### src/rtl/adcp_pkg.sv
package adcp_pkg;
    localparam int CMD_W   = 4;
    localparam int CFG_W   = 12;
    localparam int DATA_W  = 16;
    localparam int TAG_W   = 3;
    localparam int FRAME_W = DATA_W + TAG_W + 5;
    localparam int CNT_W   = 5;
    localparam int RX_W    = CFG_W - 1;

    localparam logic [CMD_W-1:0] OP_WAKE     = 4'hB;
    localparam logic [CMD_W-1:0] OP_CFG_RD   = 4'hC;
    localparam logic [CMD_W-1:0] OP_CFG_WR   = 4'hE;
    localparam logic [CMD_W-1:0] OP_DEFAULTS = 4'hF;

    localparam int BIT_SRST  = 0;
    localparam int BIT_TAG   = 1;
    localparam int BIT_DEEP  = 2;
    localparam int BIT_NAP   = 3;
    localparam int BIT_CHAIN = 5;

    localparam logic [CFG_W-1:0] CFG_DEFAULT = '1;

    typedef struct packed {
        logic              active;
        logic [CNT_W-1:0]  cnt;
        logic [RX_W-1:0]   rx;
        logic [CMD_W-1:0]  cmd;
        logic              sclk_prev;
        logic              cs_prev;
    } port_t;

    typedef struct packed {
        logic [FRAME_W-1:0] sh;
        logic [DATA_W-1:0]  data;
        logic [TAG_W-1:0]   tag;
        logic               ones_pend;
        logic               ones_frame;
    } tx_t;
endpackage

### src/rtl/adcp_sync.sv
module adcp_sync #(
    parameter int STAGES  = 2,
    parameter bit RST_VAL = 1'b0
) (
    input  logic clk,
    input  logic rst_n,
    input  logic d_i,
    output logic q_o
);
    logic [STAGES-1:0] pipe_d, pipe_q;

    always_comb begin
        pipe_d = {pipe_q[STAGES-2:0], d_i};
    end

    always_ff @(posedge clk or negedge rst_n) begin
        if (!rst_n) pipe_q <= {STAGES{RST_VAL}};
        else        pipe_q <= pipe_d;
    end

    assign q_o = pipe_q[STAGES-1];
endmodule

### src/rtl/adcp_cfg.sv
module adcp_cfg
    import adcp_pkg::*;
#(
    parameter int NUM_CH = 8,
    localparam int CH_W  = $clog2(NUM_CH)
) (
    input  logic             clk,
    input  logic             rst_n,
    input  logic             cmd_stb_i,
    input  logic [CMD_W-1:0] cmd_i,
    input  logic             wr_stb_i,
    input  logic [CFG_W-1:0] wr_data_i,
    output logic [CFG_W-1:0] cfg_o,
    output logic [CH_W-1:0]  chan_o,
    output logic             chan_stb_o,
    output logic             wake_stb_o,
    output logic             err_o,
    output logic             srst_o
);
    typedef struct packed {
        logic [CFG_W-1:0] cfg;
        logic [CH_W-1:0]  chan;
        logic             chan_stb;
        logic             wake;
        logic             err;
        logic             srst;
    } cfg_t;

    cfg_t d, q;

    always_comb begin
        d          = q;
        d.chan_stb = 1'b0;
        d.wake     = 1'b0;
        d.srst     = 1'b0;
        if (cmd_stb_i) begin
            if (!cmd_i[CMD_W-1]) begin
                if (32'(cmd_i[2:0]) < NUM_CH) begin
                    d.chan     = cmd_i[CH_W-1:0];
                    d.chan_stb = 1'b1;
                end else begin
                    d.err = 1'b1;
                end
            end else if (cmd_i == OP_WAKE) begin
                d.cfg[BIT_NAP]  = 1'b1;
                d.cfg[BIT_DEEP] = 1'b1;
                d.wake          = 1'b1;
            end else if (cmd_i == OP_DEFAULTS) begin
                d.cfg = CFG_DEFAULT;
            end else if (cmd_i < OP_WAKE) begin
                d.err = 1'b1;
            end
        end
        if (wr_stb_i) begin
            if (!wr_data_i[BIT_SRST]) begin
                d.cfg  = CFG_DEFAULT;
                d.chan = '0;
                d.err  = 1'b0;
                d.srst = 1'b1;
            end else begin
                d.cfg = wr_data_i;
            end
        end
    end

    always_ff @(posedge clk or negedge rst_n) begin
        if (!rst_n) begin
            q     <= '0;
            q.cfg <= CFG_DEFAULT;
        end else begin
            q <= d;
        end
    end

    assign cfg_o      = q.cfg;
    assign chan_o     = q.chan;
    assign chan_stb_o = q.chan_stb;
    assign wake_stb_o = q.wake;
    assign err_o      = q.err;
    assign srst_o     = q.srst;


    err_sticky_chk: assert property (@(posedge clk) disable iff (!rst_n)
        (q.err && !(wr_stb_i && !wr_data_i[BIT_SRST])) |=> q.err);

    chan_range_chk: assert property (@(posedge clk) disable iff (!rst_n)
        32'(q.chan) < NUM_CH);

    wake_bits_chk: assert property (@(posedge clk) disable iff (!rst_n)
        q.wake |-> (q.cfg[BIT_NAP] && q.cfg[BIT_DEEP]));

    cfg_hold_chk: assert property (@(posedge clk) disable iff (!rst_n)
        (!cmd_stb_i && !wr_stb_i) |=> $stable(q.cfg));
endmodule

### src/rtl/adcp_tx.sv
module adcp_tx
    import adcp_pkg::*;
(
    input  logic              clk,
    input  logic              rst_n,
    input  logic              load_i,
    input  logic [DATA_W-1:0] data_i,
    input  logic [TAG_W-1:0]  tag_i,
    input  logic              srst_i,
    input  logic              start_i,
    input  logic              shift_i,
    input  logic              din_i,
    input  logic              cfg_rd_i,
    input  logic [CFG_W-1:0]  cfg_i,
    input  logic              tag_en_i,
    input  logic              chain_en_i,
    output logic              bit_o,
    output logic              ones_o
);
    localparam int INS_NOTAG = FRAME_W - DATA_W;
    localparam int CFG_LO    = FRAME_W - CFG_W;

    tx_t d, q;

    always_comb begin
        d = q;
        if (load_i) begin
            d.data = data_i;
            d.tag  = tag_i;
        end
        if (srst_i) d.ones_pend = 1'b1;
        if (start_i) begin
            if (q.ones_pend) begin
                d.sh         = '1;
                d.ones_frame = 1'b1;
                d.ones_pend  = 1'b0;
            end else begin
                d.sh         = {q.data, (tag_en_i ? q.tag : {TAG_W{1'b0}}), 5'b0};
                d.ones_frame = 1'b0;
            end
        end else if (shift_i) begin
            d.sh = {q.sh[FRAME_W-2:0], q.ones_frame};
            if (!q.ones_frame && chain_en_i) begin
                if (tag_en_i) d.sh[0]         = din_i;
                else          d.sh[INS_NOTAG] = din_i;
            end
            if (cfg_rd_i && !q.ones_frame) begin
                d.sh[FRAME_W-1:CFG_LO] = cfg_i;
                if (!chain_en_i) d.sh[CFG_LO-1:0] = '0;
            end
        end
    end

    always_ff @(posedge clk or negedge rst_n) begin
        if (!rst_n) begin
            q           <= '0;
            q.ones_pend <= 1'b1;
        end else begin
            q <= d;
        end
    end

    assign bit_o  = q.sh[FRAME_W-1];
    assign ones_o = q.ones_frame;


    snap_hold_chk: assert property (@(posedge clk) disable iff (!rst_n)
        (!start_i && !shift_i) |=> $stable(q.sh));
endmodule

### src/rtl/adc_serial_port.sv
module adc_serial_port
    import adcp_pkg::*;
#(
    parameter int SYNC_STAGES = 2,
    parameter int NUM_CH      = 8
) (
    input  logic                      clk,
    input  logic                      rst_n,
    input  logic                      cs_n_i,
    input  logic                      sclk_i,
    input  logic                      sdi_i,
    input  logic                      chain_i,
    input  logic                      conv_done_i,
    input  logic [15:0]               conv_data_i,
    input  logic [2:0]                conv_tag_i,
    output logic                      sdo_o,
    output logic                      sdo_oe_o,
    output logic [11:0]               cfg_o,
    output logic [$clog2(NUM_CH)-1:0] chan_o,
    output logic                      chan_stb_o,
    output logic                      wake_stb_o,
    output logic                      cmd_err_o
);
    localparam int N_SYNC = 4;
    localparam logic [N_SYNC-1:0] SYNC_IDLE = 4'b0011;

    logic [N_SYNC-1:0] raw, synced;
    logic sclk_s, cs_s, sdi_s, chain_s;

    assign raw = {chain_i, sdi_i, cs_n_i, sclk_i};

    for (genvar g = 0; g < N_SYNC; g++) begin : g_sync
        adcp_sync #(.STAGES(SYNC_STAGES), .RST_VAL(SYNC_IDLE[g])) u_sync (
            .clk   (clk),
            .rst_n (rst_n),
            .d_i   (raw[g]),
            .q_o   (synced[g])
        );
    end

    assign sclk_s  = synced[0];
    assign cs_s    = synced[1];
    assign sdi_s   = synced[2];
    assign chain_s = synced[3];

    port_t d, q;
    logic cs_fall, cs_rise, sclk_fall;
    logic cmd_stb, wr_stb, cfg_rd;
    logic [CMD_W-1:0] cmd_now;
    logic [CFG_W-1:0] wr_word;
    logic [CFG_W-1:0] cfg;
    logic srst, tx_bit, ones_frame;

    assign cs_fall   = q.cs_prev & ~cs_s;
    assign cs_rise   = ~q.cs_prev & cs_s;
    assign sclk_fall = q.sclk_prev & ~sclk_s & q.active & ~cs_fall & ~cs_rise;
    assign cmd_now   = {q.rx[2:0], sdi_s};
    assign wr_word   = {q.rx, sdi_s};

    always_comb begin
        d           = q;
        d.sclk_prev = sclk_s;
        d.cs_prev   = cs_s;
        cmd_stb     = 1'b0;
        wr_stb      = 1'b0;
        cfg_rd      = 1'b0;
        if (cs_fall) begin
            d.active = 1'b1;
            d.cnt    = '0;
            d.rx     = '0;
            d.cmd    = '0;
        end else if (cs_rise) begin
            d.active = 1'b0;
        end else if (sclk_fall) begin
            d.rx = {q.rx[RX_W-2:0], sdi_s};
            if (q.cnt != '1) d.cnt = q.cnt + CNT_W'(1);
            if (q.cnt == CNT_W'(CMD_W - 1)) begin
                cmd_stb = 1'b1;
                d.cmd   = cmd_now;
                cfg_rd  = (cmd_now == OP_CFG_RD);
            end
            if (q.cnt == CNT_W'(CMD_W + CFG_W - 1) && q.cmd == OP_CFG_WR) begin
                wr_stb = 1'b1;
            end
        end
    end

    always_ff @(posedge clk or negedge rst_n) begin
        if (!rst_n) begin
            q           <= '0;
            q.sclk_prev <= 1'b1;
            q.cs_prev   <= 1'b1;
        end else begin
            q <= d;
        end
    end

    adcp_cfg #(.NUM_CH(NUM_CH)) u_cfg (
        .clk        (clk),
        .rst_n      (rst_n),
        .cmd_stb_i  (cmd_stb),
        .cmd_i      (cmd_now),
        .wr_stb_i   (wr_stb),
        .wr_data_i  (wr_word),
        .cfg_o      (cfg),
        .chan_o     (chan_o),
        .chan_stb_o (chan_stb_o),
        .wake_stb_o (wake_stb_o),
        .err_o      (cmd_err_o),
        .srst_o     (srst)
    );

    adcp_tx u_tx (
        .clk        (clk),
        .rst_n      (rst_n),
        .load_i     (conv_done_i),
        .data_i     (conv_data_i),
        .tag_i      (conv_tag_i),
        .srst_i     (srst),
        .start_i    (cs_fall),
        .shift_i    (sclk_fall),
        .din_i      (chain_s),
        .cfg_rd_i   (cfg_rd),
        .cfg_i      (cfg),
        .tag_en_i   (cfg[BIT_TAG]),
        .chain_en_i (~cfg[BIT_CHAIN]),
        .bit_o      (tx_bit),
        .ones_o     (ones_frame)
    );

    assign cfg_o    = cfg;
    assign sdo_oe_o = q.active;
    assign sdo_o    = q.active & tx_bit;


    oe_off_chk: assert property (@(posedge clk) disable iff (!rst_n)
        cs_rise |=> !sdo_oe_o);

    pad_zero_chk: assert property (@(posedge clk) disable iff (!rst_n)
        (q.active && q.cnt >= CNT_W'(FRAME_W) && cfg[BIT_CHAIN] && !ones_frame) |-> !sdo_o);

    ones_frame_chk: assert property (@(posedge clk) disable iff (!rst_n)
        (q.active && ones_frame) |-> sdo_o);

    cnt_step_chk: assert property (@(posedge clk) disable iff (!rst_n)
        (sclk_fall && q.cnt != '1) |=> q.cnt == $past(q.cnt) + CNT_W'(1));
endmodule

### config.mk
export PLATFORM = sky130hd
export DESIGN_NAME = adc_serial_port
export DESIGN_NICKNAME = d
export VERILOG_FILES = /design/src/rtl/adcp_pkg.sv /design/src/rtl/adcp_sync.sv /design/src/rtl/adcp_cfg.sv /design/src/rtl/adcp_tx.sv /design/src/rtl/adc_serial_port.sv
export SDC_FILE = /design/constraint.sdc
export NUM_CORES = 1
export LEC_CHECK = 0
export ABC_AREA = 1
export BUFFER_PORTS_ARGS = -buffer_cell sky130_fd_sc_hd__buf_2
export CORE_MARGIN = 2
export CORE_UTILIZATION = 50
export DETAILED_ROUTE_END_ITERATION = 10
export PLACE_DENSITY = 0.68
export SLEW_MARGIN = 15
export SYNTH_ARGS = -nofsm -noshare
export SYNTH_HDL_FRONTEND = slang
export SYNTH_SLANG_ARGS = --single-unit
### constraint.sdc
create_clock -name clk -period 2.45 [get_ports clk]
set_input_delay 0.49 -clock clk [delete_from_list [all_inputs] [get_ports clk]]
set_output_delay 0.49 -clock clk [all_outputs]
set_load 0.03 [all_outputs]
==> results by group <==
Timing
  • Skew final: roughly 0.014 ns
  • Final Slew Violations: 0
  • Minimum clock period: 2.28 ns
  • Final setup margin: between 0.15 and 0.2 ns
  • Setup TNS: 0 ns
  • Fin. Hold Viols: 0
  • Final Cycle Share: 93.3%
  • RSZ-0062 raised after global routing: no
  • Final Setup Violations: 0
  • Worst slew pin tran: around 0.50 ns
  • Max Freq: 438 MHz
  • Relative slew slack: around 67%

Worst setup path
  • WS Path Type: reg2reg
  • Reg2reg end: q[19]
  • Endpoint required time on the critical path: between 2 and 3 ns
  • Worst reg2reg path depth: 10
  • Worst EP arrival: 2.56 ns
  • FF-to-FF Start: q[0]
  • Setup crit start kind: flop
  • Flop2flop setup slack: 0.17 ns
  • CP Capture Type: flop
  • Crit path max fanout: 15

Floorplan
  • Die Ht: 94.9 µm
  • I/O pin total: 46
  • Initial Util: about half
  • Num rows: 33
  • Die X: 94.9 µm
  • Core ar.: between 0.008 and 0.009 mm²
  • Die ar.: ~0.0090 mm²

Synthesis
  • XOR/XNOR Fraction of Synth Area: less than 1%
  • Area share of the largest cell type after synthesis: a little under half
  • Synthesized area per cell: approximately 9.3 µm²
  • Post-synthesis mux area share: 4.06%
  • Post-synthesis adder-cell area fraction: about 1.5%
  • Main combinational cell family by area after synthesis: simple AND/OR/NAND/NOR gates
  • Synth Area in Compound Gates: a little under a tenth
  • YS warnings: 0
  • Post-synthesis cell type count: 27
  • Yosys top cell by area: dfrtp_1
  • Seq/Total Area, Yosys: 58.2%
  • Simple-gate area share of the yosys netlist: about 20%
  • #FFs+latches synth: between 90 and 100
  • Area contributors post-synth: dfrtp_1, dfstp_2, nand2_1
  • Synth Cell Area: between 0.004 and 0.005 mm²
  • Mapped Cells: 443
  • Syn Nets: about 470

Clocking
  • Post-CTS sizing: 0
  • CTS HTree Levels: 3
  • Hold_buf cts: 0
  • TritonCTS clock tree: yes
  • Clk slew on worst S/H paths: about 0.090 ns
  • CTS root buf: clkbuf_8
  • Setup bufs post-CTS: 0
  • Cts bufs inserted: 9
  • CTS Buffer Depth: 2
  • Clock sinks: between 90 and 100
  • Worst skew pair latency: 0.36 ns

Global routing
  • Tot GR Track Use: slightly above 20%
  • Pin count of the biggest net entering global routing: 44
  • Initial antenna violation count: 0
  • Number of global-route vias before repair: slightly above 3000
  • Global-route wire length before repair: ~14000 µm
  • Grt total ovfl: 0

Finish
  • Area grow syn2layout: 13.5%
  • # diodes: 0
  • Final Net Count: approximately 520
  • Share of layout cells above drive strength 1: between 20% and 30%

Status
  • Status: completed

Placed design
  • GP Congestion: around 0.85
  • IO Port Bufs: 45
  • Post-Place Worst Slack: 0.203 ns
  • DP HPWL: roughly 6100 µm

Drt
  • Starting DRT DRC Count: between 150 and 200
  • Final ANT Viol Nets: 0
  • Avg WL per Cell: around 14 µm
  • Via-to-Cell Ratio: 5.27
  • Via count: about 3200
  • Remaining DRCs: 0
  • Routed wire length: ~8600 µm
  • Pre-antenna DRT Iters: 4

Hold path
  • Worst Hold Class: in2async

Power and ir drop
  • Cell Pwr Density: 645 mW/mm²
  • P_leak: around 2.3 nW
  • VDD IR max: 0.000395 V

Flow run
  • Max Cap Viol: 0
## through the flow
| stage | instances | total power, mW | utilization, % | hold WS (ns) | cell area, µm² |
|---|---|---|---|---|---|
| global route | 600 | 3.17 | 57.9 | 0.0894 | 4680 |
| finish | 600 | 3.02 | 57.9 | 0.0755 | 4680 |
| global placement | 584 | 2.03 | 55.4 | 0.333 | 4490 |
| floorplan | 443 | 1.93 | - | 0.194 | 4130 |
| detailed placement | 584 | 2.05 | 55.4 | 0.336 | 4490 |
| CTS | 600 | 3.05 | 57.8 | 0.0781 | 4680 |
## cells by family after synthesis
group                    after synthesis
AND/OR/NAND/NOR                      180
flip-flops                            95
AO/OA/AOI/OAI                         73
buffers and inverters                 73
multiplexers                          15
adder cells (fa/ha/maj)                5
XOR/XNOR                               2
## layout make-up
cell class	count	area [µm²]
Clock buffer	11	131
Tap cell	105	131
Inverter	55	206
Sequential cell	95	2400
Fill cell	726	3410
Timing Repair Buffer	54	308
Multi-Input combinational cell	275	1450
Clock inverter	5	60.1
## layer usage
layer / share of wire [%] / vias up / global-route usage (%) / wire length (µm)
met2: 48 / 78 / 32.9 / 4080
met1: 47 / 1523 / 28.5 / 3980
met4: 1.1 / 0 / 7.85 / 90
met5: 0 / - / 0 / 0
met3: 4.7 / 8 / 4.07 / 399
li1: - / 1550 / - / -
## report_power, final
part | internal, mW | switching, mW | leakage (nW)
combinational | 0.111 | 0.163 | 1.04
sequential | 1.68 | 0.0636 | 1.17
clock | 0.475 | 0.533 | 0.0935
total | 2.26 | 0.760 | 2.31
## worst max-delay path, stage by stage (launching register included)
cell and delay, ns:
dfstp_2 0.54, inv_1 0.04, ha_1 0.28, nor2_4 0.18, nand2_2 0.22, nand2_1 0.15
buf_4 0.20, nand2_1 0.08, nor2_1 0.32, nand3_1 0.11, o21ai_0 0.09
## synth_stat cells
| cell | instances |
|---|---|
| buf_2 | 9 |
| nand3_1 | 38 |
| nand4_1 | 15 |
| nor3_1 | 3 |
| dfrtp_1 | 76 |
| a31oi_1 | 1 |
| dfstp_2 | 19 |
| buf_4 | 1 |
| nor2_4 | 4 |
| clkinv_1 | 1 |
| nand3_2 | 1 |
| nand2_2 | 2 |
| o21bai_1 | 1 |
| ha_1 | 5 |
| mux2_2 | 14 |
| a21oi_1 | 22 |
| nor2_1 | 47 |
| o21ai_1 | 1 |
| xor2_1 | 2 |
| o211ai_1 | 1 |
| clkbuf_1 | 8 |
| mux2i_1 | 1 |
| inv_1 | 53 |
| nand2_1 | 70 |
| o22ai_1 | 11 |
| inv_2 | 1 |
| o21ai_0 | 36 |
## layout by cell type, fill, tap and decap left out, types with 4 or more instances in the layout
cell	Yosys	final
nand2_1	70	69
buf_2	9	44
nor2_4	4	4
nand4_1	15	15
nand3_1	38	37
o21ai_0	36	36
inv_1	53	53
nor2_1	47	47
mux2_2	14	14
clkbuf_8	0	9
buf_4	1	9
dfstp_2	19	19
ha_1	5	5
dfrtp_1	76	76
a21oi_1	22	22
o22ai_1	11	11
## state kept, by name (all words and copies together), names as in the netlist, 3 cells and up
register and count:
q 19, u_cfg.cfg_o 12, u_tx.q 43, u_cfg.chan_o 3, g_sync.u_sync.pipe_q 8, cmd_now 3
## worst max path at each step
stage          startpoint              end  slack (ns)
6_report             q[0]            q[19]        0.17
5_1_grt              q[0]            q[19]        0.05
4_1_cts              q[0]       u_tx.q[29]        0.17
3_5_place_dp         q[0]       u_tx.q[29]        0.20
3_3_place_gp         q[0]       u_tx.q[29]        0.23
2_1_floorplan        q[0]  u_cfg.cfg_o[10]        0.67
Power figures use the tool's default switching activity.
